## src/rtl/asram_pkg.sv

```systemverilog
package asram_pkg;
    typedef enum logic [1:0] {
        ST_IDLE  = 2'd0,
        ST_WLOW  = 2'd1,
        ST_RWAIT = 2'd2,
        ST_RECOV = 2'd3
    } asram_state_e;
endpackage

```

## src/rtl/asram_tick.sv

```systemverilog
module asram_tick #(
    parameter int CNT_W = 2
) (
    input  logic             clk,
    input  logic             rst_n,
    input  logic             load,
    input  logic [CNT_W-1:0] load_val,
    output logic             zero
);
    logic [CNT_W-1:0] cnt_q;

    always_ff @(posedge clk or negedge rst_n) begin
        if (!rst_n)
            cnt_q <= '0;
        else if (load)
            cnt_q <= load_val;
        else if (cnt_q != '0)
            cnt_q <= cnt_q - 1'b1;
    end

    assign zero = (cnt_q == '0);
endmodule

```

## src/rtl/asram_seq.sv

```systemverilog
module asram_seq
    import asram_pkg::*;
#(
    parameter int WE_CYC = 2,
    parameter int RD_CYC = 2,
    parameter int CNT_W  = 2
) (
    input  logic             clk,
    input  logic             rst_n,
    input  logic             req_valid,
    input  logic             req_write,
    input  logic             tmr_zero,
    output logic             req_ready,
    output logic             accept,
    output logic             capture,
    output logic             tmr_load,
    output logic [CNT_W-1:0] tmr_val,
    output logic             ce_n,
    output logic             we_n
);
    localparam logic [CNT_W-1:0] WE_LD = CNT_W'(WE_CYC - 1);
    localparam logic [CNT_W-1:0] RD_LD = CNT_W'(RD_CYC - 1);

    asram_state_e state_q, state_d;

    always_ff @(posedge clk or negedge rst_n) begin
        if (!rst_n)
            state_q <= ST_IDLE;
        else
            state_q <= state_d;
    end

    always_comb begin
        state_d = state_q;
        unique case (state_q)
            ST_IDLE, ST_RECOV: begin
                if (req_valid)
                    state_d = req_write ? ST_WLOW : ST_RWAIT;
                else
                    state_d = ST_IDLE;
            end
            ST_WLOW:  if (tmr_zero) state_d = ST_RECOV;
            ST_RWAIT: if (tmr_zero) state_d = ST_RECOV;
            default:  state_d = ST_IDLE;
        endcase
    end

    always_comb begin
        req_ready = 1'b0;
        ce_n      = 1'b0;
        we_n      = 1'b1;
        capture   = 1'b0;
        unique case (state_q)
            ST_IDLE:  begin req_ready = 1'b1; ce_n = 1'b1; end
            ST_WLOW:  we_n = 1'b0;
            ST_RWAIT: capture = tmr_zero;
            ST_RECOV: req_ready = 1'b1;
            default:  ce_n = 1'b1;
        endcase
        accept   = req_ready && req_valid;
        tmr_load = accept;
        tmr_val  = req_write ? WE_LD : RD_LD;
    end

    // a busy controller always has the memory selected
    p_busy_selected_r7: assert property (@(posedge clk) disable iff (!rst_n)
        !req_ready |-> !ce_n);
    // the strobe only falls in the cycle after an accepted request
    p_we_start_r3: assert property (@(posedge clk) disable iff (!rst_n)
        $fell(we_n) |-> $past(accept));
    // the strobe is released once the timer runs out
    p_we_end_r3: assert property (@(posedge clk) disable iff (!rst_n)
        (state_q == ST_WLOW && tmr_zero) |=> we_n);
    // the write ends on the strobe edge with the select still low
    p_we_rise_selected_r3: assert property (@(posedge clk) disable iff (!rst_n)
        $rose(we_n) |-> !ce_n);
endmodule

```

## src/rtl/asram_hold.sv

```systemverilog
module asram_hold #(
    parameter int ADDR_W = 16
) (
    input  logic              clk,
    input  logic              rst_n,
    input  logic              accept,
    input  logic [ADDR_W-1:0] req_addr,
    input  logic              req_wdata,
    input  logic              capture,
    input  logic              mem_dout,
    output logic [ADDR_W-1:0] mem_addr,
    output logic              mem_din,
    output logic              rd_valid,
    output logic              rd_data
);
    always_ff @(posedge clk or negedge rst_n) begin
        if (!rst_n) begin
            mem_addr <= '0;
            mem_din  <= 1'b0;
        end else if (accept) begin
            mem_addr <= req_addr;
            mem_din  <= req_wdata;
        end
    end

    always_ff @(posedge clk or negedge rst_n) begin
        if (!rst_n) begin
            rd_valid <= 1'b0;
            rd_data  <= 1'b0;
        end else begin
            rd_valid <= capture;
            if (capture)
                rd_data <= mem_dout;
        end
    end

    // the address and write bit only move after an accept
    p_addr_frozen_r4: assert property (@(posedge clk) disable iff (!rst_n)
        !accept |=> ($stable(mem_addr) && $stable(mem_din)));
    // the read strobe lasts one clock
    p_rdv_pulse_r6: assert property (@(posedge clk) disable iff (!rst_n)
        rd_valid |=> !rd_valid);
endmodule

```

## src/rtl/asram_ctrl.sv

```systemverilog
module asram_ctrl
    import asram_pkg::*;
#(
    parameter int ADDR_W = 16,
    parameter int WE_CYC = 2,
    parameter int RD_CYC = 2
) (
    input  logic              clk,
    input  logic              rst_n,
    input  logic              req_valid,
    output logic              req_ready,
    input  logic              req_write,
    input  logic [ADDR_W-1:0] req_addr,
    input  logic              req_wdata,
    output logic              rd_valid,
    output logic              rd_data,
    output logic [ADDR_W-1:0] mem_addr,
    output logic              mem_din,
    input  logic              mem_dout,
    output logic              mem_ce_n,
    output logic              mem_we_n
);
    localparam int MAX_CYC = (WE_CYC > RD_CYC) ? WE_CYC : RD_CYC;
    localparam int CNT_W   = (MAX_CYC < 2) ? 1 : $clog2(MAX_CYC);

    logic             accept;
    logic             capture;
    logic             tmr_load;
    logic             tmr_zero;
    logic [CNT_W-1:0] tmr_val;

    asram_seq #(.WE_CYC(WE_CYC), .RD_CYC(RD_CYC), .CNT_W(CNT_W)) u_seq (
        .clk       (clk),
        .rst_n     (rst_n),
        .req_valid (req_valid),
        .req_write (req_write),
        .tmr_zero  (tmr_zero),
        .req_ready (req_ready),
        .accept    (accept),
        .capture   (capture),
        .tmr_load  (tmr_load),
        .tmr_val   (tmr_val),
        .ce_n      (mem_ce_n),
        .we_n      (mem_we_n)
    );

    asram_tick #(.CNT_W(CNT_W)) u_tick (
        .clk      (clk),
        .rst_n    (rst_n),
        .load     (tmr_load),
        .load_val (tmr_val),
        .zero     (tmr_zero)
    );

    asram_hold #(.ADDR_W(ADDR_W)) u_hold (
        .clk       (clk),
        .rst_n     (rst_n),
        .accept    (accept),
        .req_addr  (req_addr),
        .req_wdata (req_wdata),
        .capture   (capture),
        .mem_dout  (mem_dout),
        .mem_addr  (mem_addr),
        .mem_din   (mem_din),
        .rd_valid  (rd_valid),
        .rd_data   (rd_data)
    );

    // no write strobe while deselected
    p_no_strobe_deselected_r2: assert property (@(posedge clk) disable iff (!rst_n)
        mem_ce_n |-> mem_we_n);
    // address and data are held through the strobe release cycle
    p_hold_at_release_r4: assert property (@(posedge clk) disable iff (!rst_n)
        $rose(mem_we_n) |-> ($stable(mem_addr) && $stable(mem_din)));
    // a request taken while selected keeps the memory selected
    p_b2b_selected_r8: assert property (@(posedge clk) disable iff (!rst_n)
        (!mem_ce_n && req_ready && req_valid) |=> !mem_ce_n);
    // with nothing to do the memory is deselected
    p_idle_deselect_r9: assert property (@(posedge clk) disable iff (!rst_n)
        (req_ready && !req_valid) |=> mem_ce_n);
endmodule

```

## config.mk

```make
export PLATFORM = sky130hd
export DESIGN_NAME = asram_ctrl
export DESIGN_NICKNAME = d
export VERILOG_FILES = /design/src/rtl/asram_pkg.sv /design/src/rtl/asram_tick.sv /design/src/rtl/asram_seq.sv /design/src/rtl/asram_hold.sv /design/src/rtl/asram_ctrl.sv
export SDC_FILE = /design/constraint.sdc
export NUM_CORES = 1
export LEC_CHECK = 0
export BUFFER_PORTS_ARGS = -buffer_cell sky130_fd_sc_hd__buf_2
export CAP_MARGIN = 20
export CORE_ASPECT_RATIO = 0.9
export CORE_MARGIN = 5
export CORE_UTILIZATION = 45
export CTS_BUF_LIST = sky130_fd_sc_hd__clkbuf_8 sky130_fd_sc_hd__clkbuf_16
export DETAILED_ROUTE_END_ITERATION = 7
export PLACE_DENSITY = 0.78
export SYNTH_ARGS = -nofsm -noshare
export SYNTH_HDL_FRONTEND = slang
export SYNTH_HIERARCHICAL = 1
export SYNTH_SLANG_ARGS = --single-unit
```

## constraint.sdc

```tcl
create_clock -name clk -period 1.9 [get_ports clk]
set_clock_uncertainty 0.1 [all_clocks]
set_input_delay 0.095 -clock clk [delete_from_list [all_inputs] [get_ports clk]]
set_output_delay 0.095 -clock clk [all_outputs]
set_load 0.02 [all_outputs]
```

# [Word-level counts from Yosys, hierarchy flattened]
# Cells that the tools add are included.
[op_classes] add_sub_neg=1 eq_ne=4 muxes=10 bitwise=1 reduce_logical=4
[ops] operator="2-to-1 mux 1 bit" n=6
[ops] operator="2-to-1 mux 2 bit" n=3
[ops] operator="equality test 2 bit, second input constant" n=2
[ops] operator="one-hot mux 2 bit (2 select lines)" n=1
[ops] operator="OR reduction 2 bit" n=2
[ops] operator="equality test 2 x 1 -> 1 bit, second input constant" n=1
[ops] operator="logical NOT 2 bit" n=1
[ops] operator="inequality test 2 bit, second input constant" n=1
[ops] operator="logical AND 1 bit" n=1
[ops] operator="NOT 1 bit" n=1
[ops] operator="subtractor 1 bit, second input constant" n=1
[word_totals] reg_bits=22 out_inout_bits=22

# [Longest topological paths before layout]
[depth] depth_word=5 depth_mapped=6

# [Hierarchy]
# Netlist, hierarchy kept.
[by_module_without_submodules] module="asram_hold" n_inst=1 cells_per_inst=39 area_each_um2=747.0
[by_module_without_submodules] module="asram_seq" n_inst=1 cells_per_inst=20 area_each_um2=163.9
[by_module_without_submodules] module="asram_tick" n_inst=1 cells_per_inst=3 area_each_um2=35.0

# [Worst setup path after synthesis]
# Ideal clock, no wire load.
[synth_path] kind="register -> register" start="register u_seq.state_q[0]" end="register u_hold.mem_addr[10]" setup_time_ns=0.125 t_arrival_ns=1.499 t_required_ns=1.675 slack_ns=0.176 stages_incl_launch_ff=7 n_path_buf=2 synth_period_minus_slack_ns=1.724 path_cell_list="dfrtp_1 > inv_1 > ha_1 > nor2b_1 > buf_6 > buf_12 > mux2_4"
[synth_via] elab_chain_cells=4 word_cells_on_any_way=5
[synth_rtl] item="start, declared" line_no="asram_seq.sv:24" text="asram_state_e state_q, state_d;"
[synth_rtl] item="start signal, assigned" line_no="asram_seq.sv:30" text="state_q <= state_d;"
[synth_rtl] item="equality test 2 bit or logical NOT 2 bit (tied branches)" line_no="asram_seq.sv:53" text="unique case (state_q)"
[synth_rtl] item="OR reduction 2 bit (no line) *"
[synth_rtl] item="2-to-1 mux 1 bit *" line_no="asram_seq.sv:53"
[synth_rtl] item="logical AND 1 bit *" line_no="asram_seq.sv:60" text="accept = req_ready && req_valid;"
[synth_rtl] item="named net accept" line_no="asram_ctrl.sv:26" text="logic accept;"
[synth_rtl] item="end signal, assigned" line_no="asram_hold.sv:21" text="mem_addr <= req_addr;"
[synth_rtl] item="end, declared" line_no="asram_hold.sv:11" text="output logic [ADDR_W-1:0] mem_addr,"
# Mark *: on every way through the listed nets, which the timed path passes. The rest lies on a longest branch.
# A chain may end at the register's enable or synchronous reset.

# [Worst setup path after layout]
[layout_path] start="register u_seq.state_q[0]" end="register u_hold.mem_addr[9]"
# Same word-level chain as after synthesis.

==> flow_summary.yaml <==
clock_tree:
  clock_latency_ns: 0.25
  clk_path_buf_depth: 2
  cts_tree: "done"
  clock-sinks: 22
  htreeDepth: 1
  clk_pin_slew_ns: 0.08
  clockRootBuffer: "clkbuf_8"
  cts_resized: 0
  cts_buffers: 3
hold_path:
  hold_depth: 3
  hold_path.class: "input pin to flip-flop"
global_route:
  gr-total-overflow: 0
  grtUsageTotal_pct: 14.85
  grt_max_degree: 23
  grt_pass1_vias: 717
  grt_pass1_wl_um: 3318
  antenna_found_initial: 0
worst_setup_path:
  crit_start: "u_seq/state_q[0]"
  r2r_start: "u_seq/state_q[0]"
  worstPathArrival_ns: 1.75
  worstSetupStartpointType: "flip-flop"
  reg2reg_depth: 5
  setup.worst_path.end_class: "flip-flop"
  cp_max_fo: 10
  crit_type: "flip-flop to flip-flop"
  worstSetupEndpoint: "u_hold/mem_addr[9]"
  required_ns: 1.94
  r2r_end: "u_hold/mem_addr[9]"
  r2r_setup_slack_ns: 0.19
yosys:
  ys_seq_area_share_pct: 58.20
  synth_cell_types: 15
  syn_area_per_cell_um2: 15.26
  synth-xor-area-share_pct: 0
  synthAdderAreaFrac_pct: 3.968
  synth-simple-area-share_pct: 3.042
  synth_fp_nets: 87
  post_synth_mux_area_share_pct: 25.40
  ys_warn_count: 6
  synth_top_family_by_area: "multiplexers"
  synthesis.instances: 62
  synth-compound-area-share_pct: 2.116
  syn_area_um2: 945.9
  ys_seq_elements: 22
routing:
  drt-pass1-iter-count: 4
  drt-wirelength-per-cell_um: 13.65
  wirelength_um: 2061
  drtIter0Drc: 16
  ant_nets: 0
  vias: 676
  routed_via_density: 4.477
  drcViolationCount: 0
finish:
  nNetsFinal: 152
  design_area_um2: 1425
  syn_to_final_growth_pct: 50.66
  drive_above_1_share_pct: 53.97
  multi_input_area_um2: 332.8
  antenna_cells: 0
  seq_area_um2: 550.5
  fillCellCount: 139
  mostFrequentLayoutCells: "buf_2 (43), dfrtp_1 (22), dlygate4sd3_1 (19), mux2_4 (10), mux2_2 (8)"
  layout_commonest_cell: "buf_2"
  instances_no_fill: 151
timing:
  min_period_ns: 1.710
  timing.setup.tns_ns: 0
  fin_crit_sh_pct: 90.02
  fmax_mhz: 584.7
  hold_viol_final: 0
  setup_violations: 0
  final_max_slew_viol_count: 0
  grt_setup_unrepaired: "false"
pwr:
  p_leak_nw: 0.7290
  power_density_nw_per_um2: 1801
  ir_worst_vdd_v: 0.001215
  total_power_mw: 2.567
placement:
  hpwl_um: 1420
  dpl.cell_count: 128
  numPortBuffers: 43
  placed_area_um2: 1164
  gp_congestion: 0.7801
floorplan:
  dieArea_um2: 3120
  core_um2: 1952
  die_y_um: 53.50
  row_count: 15
  die_x_um: 58.33
  start_util_pct: 48.46
  io_pins: 44
flow_run:
  cap_violations: 0
status:
  status: "completed"
[worst min-delay path by stage]
stage | from | end | slack [ns]
floorplan | rst_n | u_hold/mem_addr[0] | -0.30
global placement | rst_n | u_hold/mem_addr[7] | -0.03
detailed placement | rst_n | u_hold/mem_addr[7] | -0.01
CTS | req_valid | u_seq/state_q[1] | 0.02
global route | req_valid | u_seq/state_q[1] | 0.07
finish | req_valid | u_seq/state_q[1] | 0.02
[cell type report]
cell class / instances / share of cell area, %
Sequential cell: 22 / 38.63
Timing Repair Buffer: 64 / 29.50
Multi-Input combinational cell: 31 / 23.35
Clock buffer: 3 / 2.897
Tap cell: 25 / 2.195
Clock inverter: 1 / 2.107
Inverter: 5 / 1.317
[kinds of logic (layout without fill, tap and decap cells)]
family	Yosys count	count (layout)
other	1	1
multiplexers	18	18
flip-flops	22	22
buffers and inverters	9	73
AO/OA/AOI/OAI	4	4
AND/OR/NAND/NOR	5	5
adder cells (fa/ha/maj)	3	3
[power by group]
| part | internal [mW] | switching, mW |
|---|---|---|
| clock network | 0.281 | 0.150 |
| logic | 0.617 | 0.691 |
| registers | 0.709 | 0.119 |
| total | 1.61 | 0.960 |
[routing by layer]
layer | wire (µm) | up-vias | GRT usage, %
met3 | 167 | 0 | 3.171
li1 | - | 327 | -
met4 | 0 | 0 | 4.633
met5 | 0 | - | 0
met2 | 1060 | 28 | 27.70
met1 | 833 | 321 | 16.77
[synthesized netlist by cell type, drive strengths merged]
| library cell | number | share of area [%] |
|---|---|---|
| o21ai | 2 | 1.1 |
| nand2b | 1 | 0.66 |
| buf | 4 | 4.9 |
| ha | 3 | 4.0 |
| and2 | 2 | 1.3 |
| inv | 5 | 2.0 |
| nor2 | 1 | 0.40 |
| mux2 | 18 | 25 |
| nor2b | 1 | 0.66 |
| a21oi | 2 | 1.1 |
| conb | 1 | 0.40 |
| dfrtp | 22 | 58 |
[critical path: stages, from the launching register on]
cell	delay (ns)
dfrtp_1	0.37
inv_1	0.07
ha_1	0.37
nor2b_2	0.15
buf_4	0.22
mux2_4	0.32
[sequential cells by signal (all words and copies together) (netlist names)]
register,cells
u_tick/cnt_q,1
u_hold/rd_valid,1
u_hold/rd_data,1
u_hold/mem_addr,16
u_hold/mem_din,1
u_seq/state_q,2
[per-stage QoR]
| step | hold slack [ns] | setup WS [ns] | util [%] |
|---|---|---|---|
| after floorplan | -0.3006 | 0.1757 | - |
| after global placement | -0.02582 | 0.2449 | 59.62 |
| after detailed placement | -0.01368 | 0.1941 | 59.62 |
| after CTS | 0.01575 | 0.1794 | 73.01 |
| after global routing | 0.07052 | 0.08804 | 73.01 |
| final | 0.02174 | 0.1896 | 73.01 |
[repair_timing]
item                      in CTS  in global routing
buffers inserted               0                  0
hold endpoints to repair      40                  0
hold buffers                  19                  0
Power figures use the tool's default switching activity.
